### src/rtl/sfr_pkg.sv
package sfr_pkg;
    typedef enum logic {
        MODE_MEMORY   = 1'b0,
        MODE_REGISTER = 1'b1
    } sfr_mode_e;

    localparam int unsigned IN_WORD  = 0;
    localparam int unsigned OUT_WORD = 1;
    localparam int unsigned NPORTS   = 2;
endpackage

### src/rtl/sfr_sync.sv
module sfr_sync #(
    parameter int unsigned W      = 2,
    parameter int unsigned STAGES = 2
) (
    input  logic         clk,
    input  logic         rst_n,
    input  logic [W-1:0] d,
    output logic [W-1:0] q
);
    logic [W-1:0] chain [STAGES];

    genvar s;
    generate
        for (s = 0; s < STAGES; s++) begin : g_stage
            always_ff @(posedge clk or negedge rst_n) begin
                if (!rst_n) begin
                    chain[s] <= '0;
                end else begin
                    if (s == 0) chain[s] <= d;
                    else        chain[s] <= chain[(s == 0) ? 0 : s-1];
                end
            end
        end
    endgenerate

    assign q = chain[STAGES-1];
endmodule

### src/rtl/sfr_mode_ctrl.sv
module sfr_mode_ctrl
    import sfr_pkg::*;
(
    input  logic clk,
    input  logic rst_n,
    input  logic sfen_n,
    output logic reg_mode,
    output logic clr_out
);
    sfr_mode_e state_q, state_d;

    always_comb begin
        state_d = state_q;
        unique case (state_q)
            MODE_MEMORY:   if (!sfen_n) state_d = MODE_REGISTER;
            MODE_REGISTER: if (sfen_n)  state_d = MODE_MEMORY;
            default:       state_d = MODE_MEMORY;
        endcase
    end

    always_ff @(posedge clk or negedge rst_n) begin
        if (!rst_n) state_q <= MODE_MEMORY;
        else        state_q <= state_d;
    end

    always_comb begin
        reg_mode = 1'b0;
        clr_out  = 1'b0;
        unique case (state_q)
            MODE_MEMORY: begin
                reg_mode = 1'b0;
                clr_out  = 1'b0;
            end
            MODE_REGISTER: begin
                reg_mode = 1'b1;
                clr_out  = sfen_n;
            end
            default: begin
                reg_mode = 1'b0;
                clr_out  = 1'b1;
            end
        endcase
    end
endmodule

### src/rtl/sfr_port_decode.sv
module sfr_port_decode
    import sfr_pkg::*;
#(
    parameter int unsigned ADDR_W = 12,
    parameter int unsigned DATA_W = 16,
    parameter int unsigned IN_W   = 2,
    parameter int unsigned OUT_W  = 5
) (
    input  logic              reg_mode,
    input  logic              cs_n,
    input  logic              we_n,
    input  logic [ADDR_W-1:0] addr,
    input  logic [DATA_W-1:0] mem_rdata,
    input  logic [IN_W-1:0]   in_val,
    input  logic [OUT_W-1:0]  out_val,
    output logic [DATA_W-1:0] rdata,
    output logic              mem_we,
    output logic              out_wr
);
    logic hit_in, hit_out, wr_cycle;

    assign hit_in   = reg_mode && (addr == ADDR_W'(IN_WORD));
    assign hit_out  = reg_mode && (addr == ADDR_W'(OUT_WORD));
    assign wr_cycle = !cs_n && !we_n;

    always_comb begin
        if (hit_in)       rdata = {{(DATA_W-IN_W){1'b0}}, in_val};
        else if (hit_out) rdata = {{(DATA_W-OUT_W){1'b0}}, out_val};
        else              rdata = mem_rdata;
    end

    assign mem_we = wr_cycle && !hit_in && !hit_out;
    assign out_wr = wr_cycle && hit_out;
endmodule

### src/rtl/sfr_out_reg.sv
module sfr_out_reg #(
    parameter int unsigned OUT_W = 5
) (
    input  logic             clk,
    input  logic             rst_n,
    input  logic             clr,
    input  logic             wr_hi,
    input  logic [OUT_W-1:0] data_hi,
    input  logic             wr_lo,
    input  logic [OUT_W-1:0] data_lo,
    output logic [OUT_W-1:0] q
);
    always_ff @(posedge clk or negedge rst_n) begin
        if (!rst_n)      q <= '0;
        else if (clr)    q <= '0;
        else if (wr_hi)  q <= data_hi;
        else if (wr_lo)  q <= data_lo;
    end
endmodule

### src/rtl/sfr_overlay.sv
module sfr_overlay
    import sfr_pkg::*;
#(
    parameter int unsigned ADDR_W      = 12,
    parameter int unsigned DATA_W      = 16,
    parameter int unsigned IN_W        = 2,
    parameter int unsigned OUT_W       = 5,
    parameter int unsigned SYNC_STAGES = 2
) (
    input  logic              clk,
    input  logic              rst_n,
    input  logic              sfen_n,
    input  logic              lt_cs_n,
    input  logic              lt_we_n,
    input  logic [ADDR_W-1:0] lt_addr,
    input  logic [DATA_W-1:0] lt_wdata,
    input  logic [DATA_W-1:0] lt_mem_rdata,
    output logic [DATA_W-1:0] lt_rdata,
    output logic              lt_mem_we,
    input  logic              rt_cs_n,
    input  logic              rt_we_n,
    input  logic [ADDR_W-1:0] rt_addr,
    input  logic [DATA_W-1:0] rt_wdata,
    input  logic [DATA_W-1:0] rt_mem_rdata,
    output logic [DATA_W-1:0] rt_rdata,
    output logic              rt_mem_we,
    input  logic [IN_W-1:0]   ext_in,
    output logic [OUT_W-1:0]  drv_out
);
    logic              reg_mode, clr_out;
    logic [IN_W-1:0]   in_sync;
    logic [OUT_W-1:0]  out_q;

    logic              p_cs_n   [NPORTS];
    logic              p_we_n   [NPORTS];
    logic [ADDR_W-1:0] p_addr   [NPORTS];
    logic [DATA_W-1:0] p_wdata  [NPORTS];
    logic [DATA_W-1:0] p_mrdata [NPORTS];
    logic [DATA_W-1:0] p_rdata  [NPORTS];
    logic              p_mem_we [NPORTS];
    logic              p_out_wr [NPORTS];

    assign p_cs_n[0]   = lt_cs_n;
    assign p_we_n[0]   = lt_we_n;
    assign p_addr[0]   = lt_addr;
    assign p_wdata[0]  = lt_wdata;
    assign p_mrdata[0] = lt_mem_rdata;
    assign p_cs_n[1]   = rt_cs_n;
    assign p_we_n[1]   = rt_we_n;
    assign p_addr[1]   = rt_addr;
    assign p_wdata[1]  = rt_wdata;
    assign p_mrdata[1] = rt_mem_rdata;

    sfr_mode_ctrl u_mode (
        .clk      (clk),
        .rst_n    (rst_n),
        .sfen_n   (sfen_n),
        .reg_mode (reg_mode),
        .clr_out  (clr_out)
    );

    sfr_sync #(.W(IN_W), .STAGES(SYNC_STAGES)) u_sync (
        .clk   (clk),
        .rst_n (rst_n),
        .d     (ext_in),
        .q     (in_sync)
    );

    genvar p;
    generate
        for (p = 0; p < NPORTS; p++) begin : g_port
            sfr_port_decode #(
                .ADDR_W (ADDR_W),
                .DATA_W (DATA_W),
                .IN_W   (IN_W),
                .OUT_W  (OUT_W)
            ) u_dec (
                .reg_mode  (reg_mode),
                .cs_n      (p_cs_n[p]),
                .we_n      (p_we_n[p]),
                .addr      (p_addr[p]),
                .mem_rdata (p_mrdata[p]),
                .in_val    (in_sync),
                .out_val   (out_q),
                .rdata     (p_rdata[p]),
                .mem_we    (p_mem_we[p]),
                .out_wr    (p_out_wr[p])
            );
        end
    endgenerate

    sfr_out_reg #(.OUT_W(OUT_W)) u_out (
        .clk     (clk),
        .rst_n   (rst_n),
        .clr     (clr_out),
        .wr_hi   (p_out_wr[0]),
        .data_hi (p_wdata[0][OUT_W-1:0]),
        .wr_lo   (p_out_wr[1]),
        .data_lo (p_wdata[1][OUT_W-1:0]),
        .q       (out_q)
    );

    assign lt_rdata  = p_rdata[0];
    assign rt_rdata  = p_rdata[1];
    assign lt_mem_we = p_mem_we[0];
    assign rt_mem_we = p_mem_we[1];
    assign drv_out   = reg_mode ? out_q : '0;
endmodule

### config.mk
export PLATFORM = sky130hd
export DESIGN_NAME = sfr_overlay
export DESIGN_NICKNAME = d
export VERILOG_FILES = /design/src/rtl/sfr_pkg.sv /design/src/rtl/sfr_sync.sv /design/src/rtl/sfr_mode_ctrl.sv /design/src/rtl/sfr_port_decode.sv /design/src/rtl/sfr_out_reg.sv /design/src/rtl/sfr_overlay.sv
export SDC_FILE = /design/constraint.sdc
export NUM_CORES = 1
export LEC_CHECK = 0
export BUFFER_PORTS_ARGS = -buffer_cell sky130_fd_sc_hd__buf_4
export CAP_MARGIN = 20
export CORE_AREA = 2 2 59 61
export DETAILED_ROUTE_END_ITERATION = 7
export DIE_AREA = 0 0 61 63
export GPL_ROUTABILITY_DRIVEN = 0
export PLACE_DENSITY_LB_ADDON = 0.12
export RECOVER_POWER = 100
export REMOVE_ABC_BUFFERS = 1
export SYNTH_ARGS = -nofsm -noshare
export SYNTH_HDL_FRONTEND = slang
export SYNTH_SLANG_ARGS = --single-unit
export TNS_END_PERCENT = 50
### constraint.sdc
create_clock -name clk -period 1.42 [get_ports clk]
set_input_delay 0 -clock clk [delete_from_list [all_inputs] [get_ports clk]]
set_output_delay 0 -clock clk [all_outputs]
set_load 0.01 [all_outputs]
Word level (Yosys, flattened, before mapping)

Cells that the tools add are included.

Bits in registers: 10
Input bits: 97
Output and inout bits: 39

Equal/unequal tests: 2
Multiplexer cells: 11
Bitwise logic cells: 1
Reduce and logical (&&, ||, !) cells: 23

Operators with widths:

| operator              | number |
|---|---|
| $mux W16              | 4 |
| $eq A12 B1 Y1 const B | 2 |
| $logic_not A12 Y1     | 2 |
| $mux W5               | 4 |
| $logic_and A1 B1 Y1   | 12 |
| $logic_not A1 Y1      | 8 |
| $pmux W1 S2           | 2 |
| $reduce_bool A3 Y1    | 1 |
| $mux W1               | 1 |
| $not A1 Y1            | 1 |

Longest topological paths before layout

Depth after elaboration: 7
Depth in mapped cells: 5
Mapped depth without buffers: 4

By module

From an unflattened synthesis, not the netlist that was laid out.

Cell total of the unflattened synthesis: 98
Area total of the unflattened synthesis: 1076.0 µm²

By module, submodules not included:

| module          | instances | cells an instance | area each (µm²) | seq. area each (µm²) |
|---|---|---|---|---|
| sfr_port_decode | 2         | 31                | 317.8           | 0.0 |
| sfr_out_reg     | 1         | 22                | 259.0           | 125.1 |
| sfr_sync        | 1         | 6                 | 115.1           | 100.1 |
| sfr_mode_ctrl   | 1         | 3                 | 35.0            | 25.0 |
| sfr_overlay     | 1         | 5                 | 31.3            | 0.0 |

Worst setup path after synthesis

No wires, ideal clock.

Kind: register -> register
Start point: register u_mode.state_q
End point: register u_out.q[0]
Setup time: 124 ps
Arrival: 1162 ps
Required time: 1296 ps
Path slack: 134 ps
Stages on the path, launching flop included: 5
Period minus slack after synthesis: 1286 ps
Path through: dfrtp_1 nor4b_4 a41oi_1 a211oi_1 nor2_1

Longest elaborated chain between the ends: 6
Elaborated cells on any way between the ends: 10

Ends and longest elaborated chain:

| element                | RTL line              | text |
|---|---|---|
| start, declared        | sfr_mode_ctrl.sv:10   | `sfr_mode_e state_q, state_d;` |
| start signal, assigned | sfr_mode_ctrl.sv:23   | `else state_q <= state_d;` |
| $not A1 Y1             | sfr_mode_ctrl.sv:29   | `unique case (state_q)` |
| $pmux W1 S2            | sfr_mode_ctrl.sv:29   |  |
| $logic_and A1 B1 Y1    | sfr_port_decode.sv:23 | `assign hit_out = reg_mode && (addr == ADDR_W'(OUT_WORD));` |
| $logic_and A1 B1 Y1    | sfr_port_decode.sv:33 | `assign out_wr = wr_cycle && hit_out;` |
| $mux W5                | sfr_out_reg.sv:16     | `else if (wr_hi) q <= data_hi;` |
| $mux W5                | sfr_out_reg.sv:15     | `else if (clr) q <= '0;` |
| end signal, assigned   | sfr_out_reg.sv:16     |  |
| end signal, assigned   | sfr_out_reg.sv:17     | `else if (wr_lo) q <= data_lo;` |
| end, declared          | sfr_out_reg.sv:11     | `output logic [OUT_W-1:0] q` |

Parallel ways exist; a longest one is shown, timed or not.
A chain may end at the register's enable or synchronous reset.

Worst setup path in the final report

Start point: register u_mode.state_q
End point: output rt_mem_we

Longest elaborated chain between the ends: 6
Elaborated cells on any way between the ends: 8

Ends and longest elaborated chain:

| element                 | RTL line              | text |
|---|---|---|
| $not A1 Y1              | sfr_mode_ctrl.sv:29   |  |
| $pmux W1 S2 (*)         | sfr_mode_ctrl.sv:29   |  |
| $logic_and A1 B1 Y1     | sfr_port_decode.sv:22 | `assign hit_in = reg_mode && (addr == ADDR_W'(IN_WORD));` |
| $logic_not A1 Y1        | sfr_port_decode.sv:32 | `assign mem_we = wr_cycle && !hit_in && !hit_out;` |
| $logic_and A1 B1 Y1     | sfr_port_decode.sv:32 |  |
| $logic_and A1 B1 Y1 (*) | sfr_port_decode.sv:32 |  |
| end, declared           | sfr_overlay.sv:26     | `output logic rt_mem_we,` |

Every way passes the cells marked *; elsewhere a longest branch is shown, timed or not.

==> flow_metrics.py <==
metrics = {
    "drt": {
        "drt_wl_total_um": 3880,
        "via_per_inst": 4.66,
        "drt_drc_violations_left": 0,
        "dr.pass1.iters": 4,
        "final_antenna_net_count": 0,
        "wl_per_cell_um": 13.6,
        "vias": 1334,
        "drt_iter0_drc": 15,
    },
    "power_and_ir_drop": {
        "switching_share": 0.250,
        "p_comb_frac": 0.426,
        "p_seq_frac": 0.315,
        "ir_worst_vdd_uv": 481,
        "p_int_mw": 0.706,
        "power_frac_clock": 0.260,
        "p_per_area_mw_per_mm2": 453,
        "leakagePower_nw": 1.00,
        "total_power_mw": 0.941,
        "p_sw_mw": 0.235,
    },
    "clocking": {
        "clock_latency_ns": 0.25,
        "cts_tree": "built",
        "cts_buffers": 3,
        "clkSinkCount": 10,
        "h-tree-depth": 1,
        "clockBufferDepth": 2,
        "cts-root-buf": "clkbuf_4",
        "path_clk_slew_ns": 0.06,
    },
    "finish": {
        "nNetsFinal": 338,
        "antenna_cells": 0,
        "layout.cells.non_filler": 286,
        "areaGrowthSynthToFinish_pct": 129,
        "final_cell_mix": "buf_4, and2_1, nand2_1",
        "nFillCells": 282,
        "fin_util": 0.643,
        "drive_above_1_share": 0.629,
        "layout.cells.most_common": "buf_4",
    },
    "logic_synthesis": {
        "async_flop_share": 1.00,
        "syn_area_sq_um": 908,
        "ys_warn_count": 0,
        "synth-seq-cells": 10,
        "netlist-cell-type-count": 23,
        "synthCells": 113,
        "synth_top_cell_by_area": "dfrtp_1",
        "synth_edf_count": 0,
        "synth_top_area_share": 0.275,
        "yosys_most_used_dff": "dfrtp_1",
        "syn_area_per_cell_sq_um": 8.04,
        "seq_area_frac_synth": 0.275,
        "synthTopCellsByArea": "dfrtp_1, and2_1, nand2_1",
    },
    "floorplanning": {
        "num_rows": 21,
        "core-area_sq_mm": 0.00323,
        "die_h_um": 63,
        "fp.dieW_um": 61,
        "initial_core_util": 0.281,
        "dieArea_sq_mm": 0.00384,
        "ios": 136,
    },
    "timing": {
        "layout_setup_ws_ns": -0.141,
        "tightest_slew_ns": 0.776,
        "rsz0062_at_grt": "true",
        "final.period_utilization": 1.10,
        "slew_violations": 0,
        "final.min_clock_period_ns": 1.56,
        "fmax_mhz": 641,
        "slew_headroom": 0.479,
        "setup_viol": 39,
        "report.final.hold_viol_count": 0,
        "whs_ns": 0.00491,
        "clock-skew-final_ns": 0.000109,
    },
    "hold_path": {
        "hp-start": "rt_wdata[3]",
        "min_to": "u_out.q[3]",
        "hold_path.class": "in -> reg",
        "worstHoldPathCells": 3,
    },
    "global_routing": {
        "gr-max-usage-layer": "met2",
        "grt_max_degree": 23,
        "first_global_vias": 1216,
        "grt_util_met3": 0.0248,
        "grt.total_usage": 0.182,
        "antenna_found_initial": 0,
        "grt_overflow": 0,
        "grtUsageMet2": 0.347,
        "use_met1": 0.212,
        "grt_first_pass_wirelength_um": 5460,
    },
    "critical_path": {
        "cp-start-kind": "flop",
        "cp_slowest_cell": "dfrtp_1",
        "crit_type": "reg -> out",
        "r2r_slack_ns": -0.11,
        "crit_required_ns": 1.42,
        "crit_chain": "nor4b_4 -> buf_6 -> nand3_4 -> nor3b_4 -> buf_4",
        "critPathMaxStageDelay_ns": 0.41,
        "cp.arrival_ns": 1.56,
        "reg2reg_to": "u_out.q[1]",
        "cp-end-kind": "output pin",
        "startpoint": "u_mode.state_q",
        "r2r_start": "u_mode.state_q",
        "ff2ff_path_depth": 6,
        "crit_path_max_fanout": 6,
    },
    "placement": {
        "dp_cells": 271,
        "portBuffers": 113,
        "dp_slack_ns": -0.0261,
        "dp_hpwl_um": 3000,
    },
    "status": {
        "violations": "setup timing",
        "status": "finished, violations left",
    },
    "run": {
        "max_cap_viol_count": 0,
    },
}
[final cells by class]
| cell class | count | area (sq um) | area share |
|---|---|---|---|
| multi-input cells | 96 | 741 | 0.356 |
| clock buffers | 4 | 36.3 | 0.0175 |
| well taps | 46 | 57.6 | 0.0277 |
| flip-flops and latches | 10 | 250 | 0.120 |
| inverters | 6 | 22.5 | 0.0108 |
| repair buffers | 124 | 971 | 0.467 |
[kinds of logic after synthesis]
group                  share of synthesized area
AOI/OAI and AO/OA                          0.172
buffers and inverters                     0.0441
DFF                                        0.275
muxes                                     0.0441
and+or+nand+nor                            0.464
[power groups by stage]
stage / clock network, mW / logic (mW) / registers, mW
final: 0.244 / 0.401 / 0.296
after global routing: 0.263 / 0.429 / 0.297
after CTS: 0.255 / 0.390 / 0.297
after detailed placement: 0 / 0.351 / 0.302
after global placement: 0 / 0.345 / 0.301
after floorplan: 0 / 0.0897 / 0.301
[layer usage]
layer	share of wire	routed length, um
met1	0.36	1420
met3	0.083	321
met5	0	0
met4	0.0033	13
met2	0.55	2130
[worst max path at each step]
| stage | endpoint | slack (ns) |
|---|---|---|
| after CTS | rt_mem_we | -0.16 |
| after floorplan | lt_rdata[0] | 0.005 |
| after detailed placement | rt_rdata[8] | -0.03 |
| after global placement | rt_rdata[12] | 0.001 |
| final | rt_mem_we | -0.14 |
| after global routing | rt_rdata[14] | -0.21 |
[registers in the layout, indices dropped and copies added, names as in the netlist]
| name | count |
|---|---|
| u_mode.state_q | 1 |
| u_out.q | 5 |
| u_sync.chain | 2 |
| u_sync.q | 2 |
[cells in the mapped netlist, drive strengths merged (4+ instances only)]
cell type and instances:
and2 27, nand2 17, o21ai 15, dfrtp 10, inv 6, a211oi 5
a41oi 5, nor2 5, mux2i 4, nor3b 4, nor4 4
[critical path, delay by kind of cell, from the launching register on]
family	cells	cell delay [ns]
DFF	1	0.41
buffers and inverters	2	0.31
and+or+nand+nor	3	0.59
[what timing repair did]
item	CTS	global route
hold buffers	4	0
hold endpoints to repair	13	0
buffers inserted	2	2
endpoints found under the setup margin	36	39
resized for setup	26	11
pin swaps	19	5
cloned	3	0
[per-stage QoR]
step	TNS (ns)	instance area, sq um
2_1_floorplan	0	891
3_3_place_gp	0	1820
6_report	-3.70	2080
3_5_place_dp	-0.207	1820
4_1_cts	-4.62	2020
5_1_grt	-6.66	2080
(Power assumes the default switching activity.)
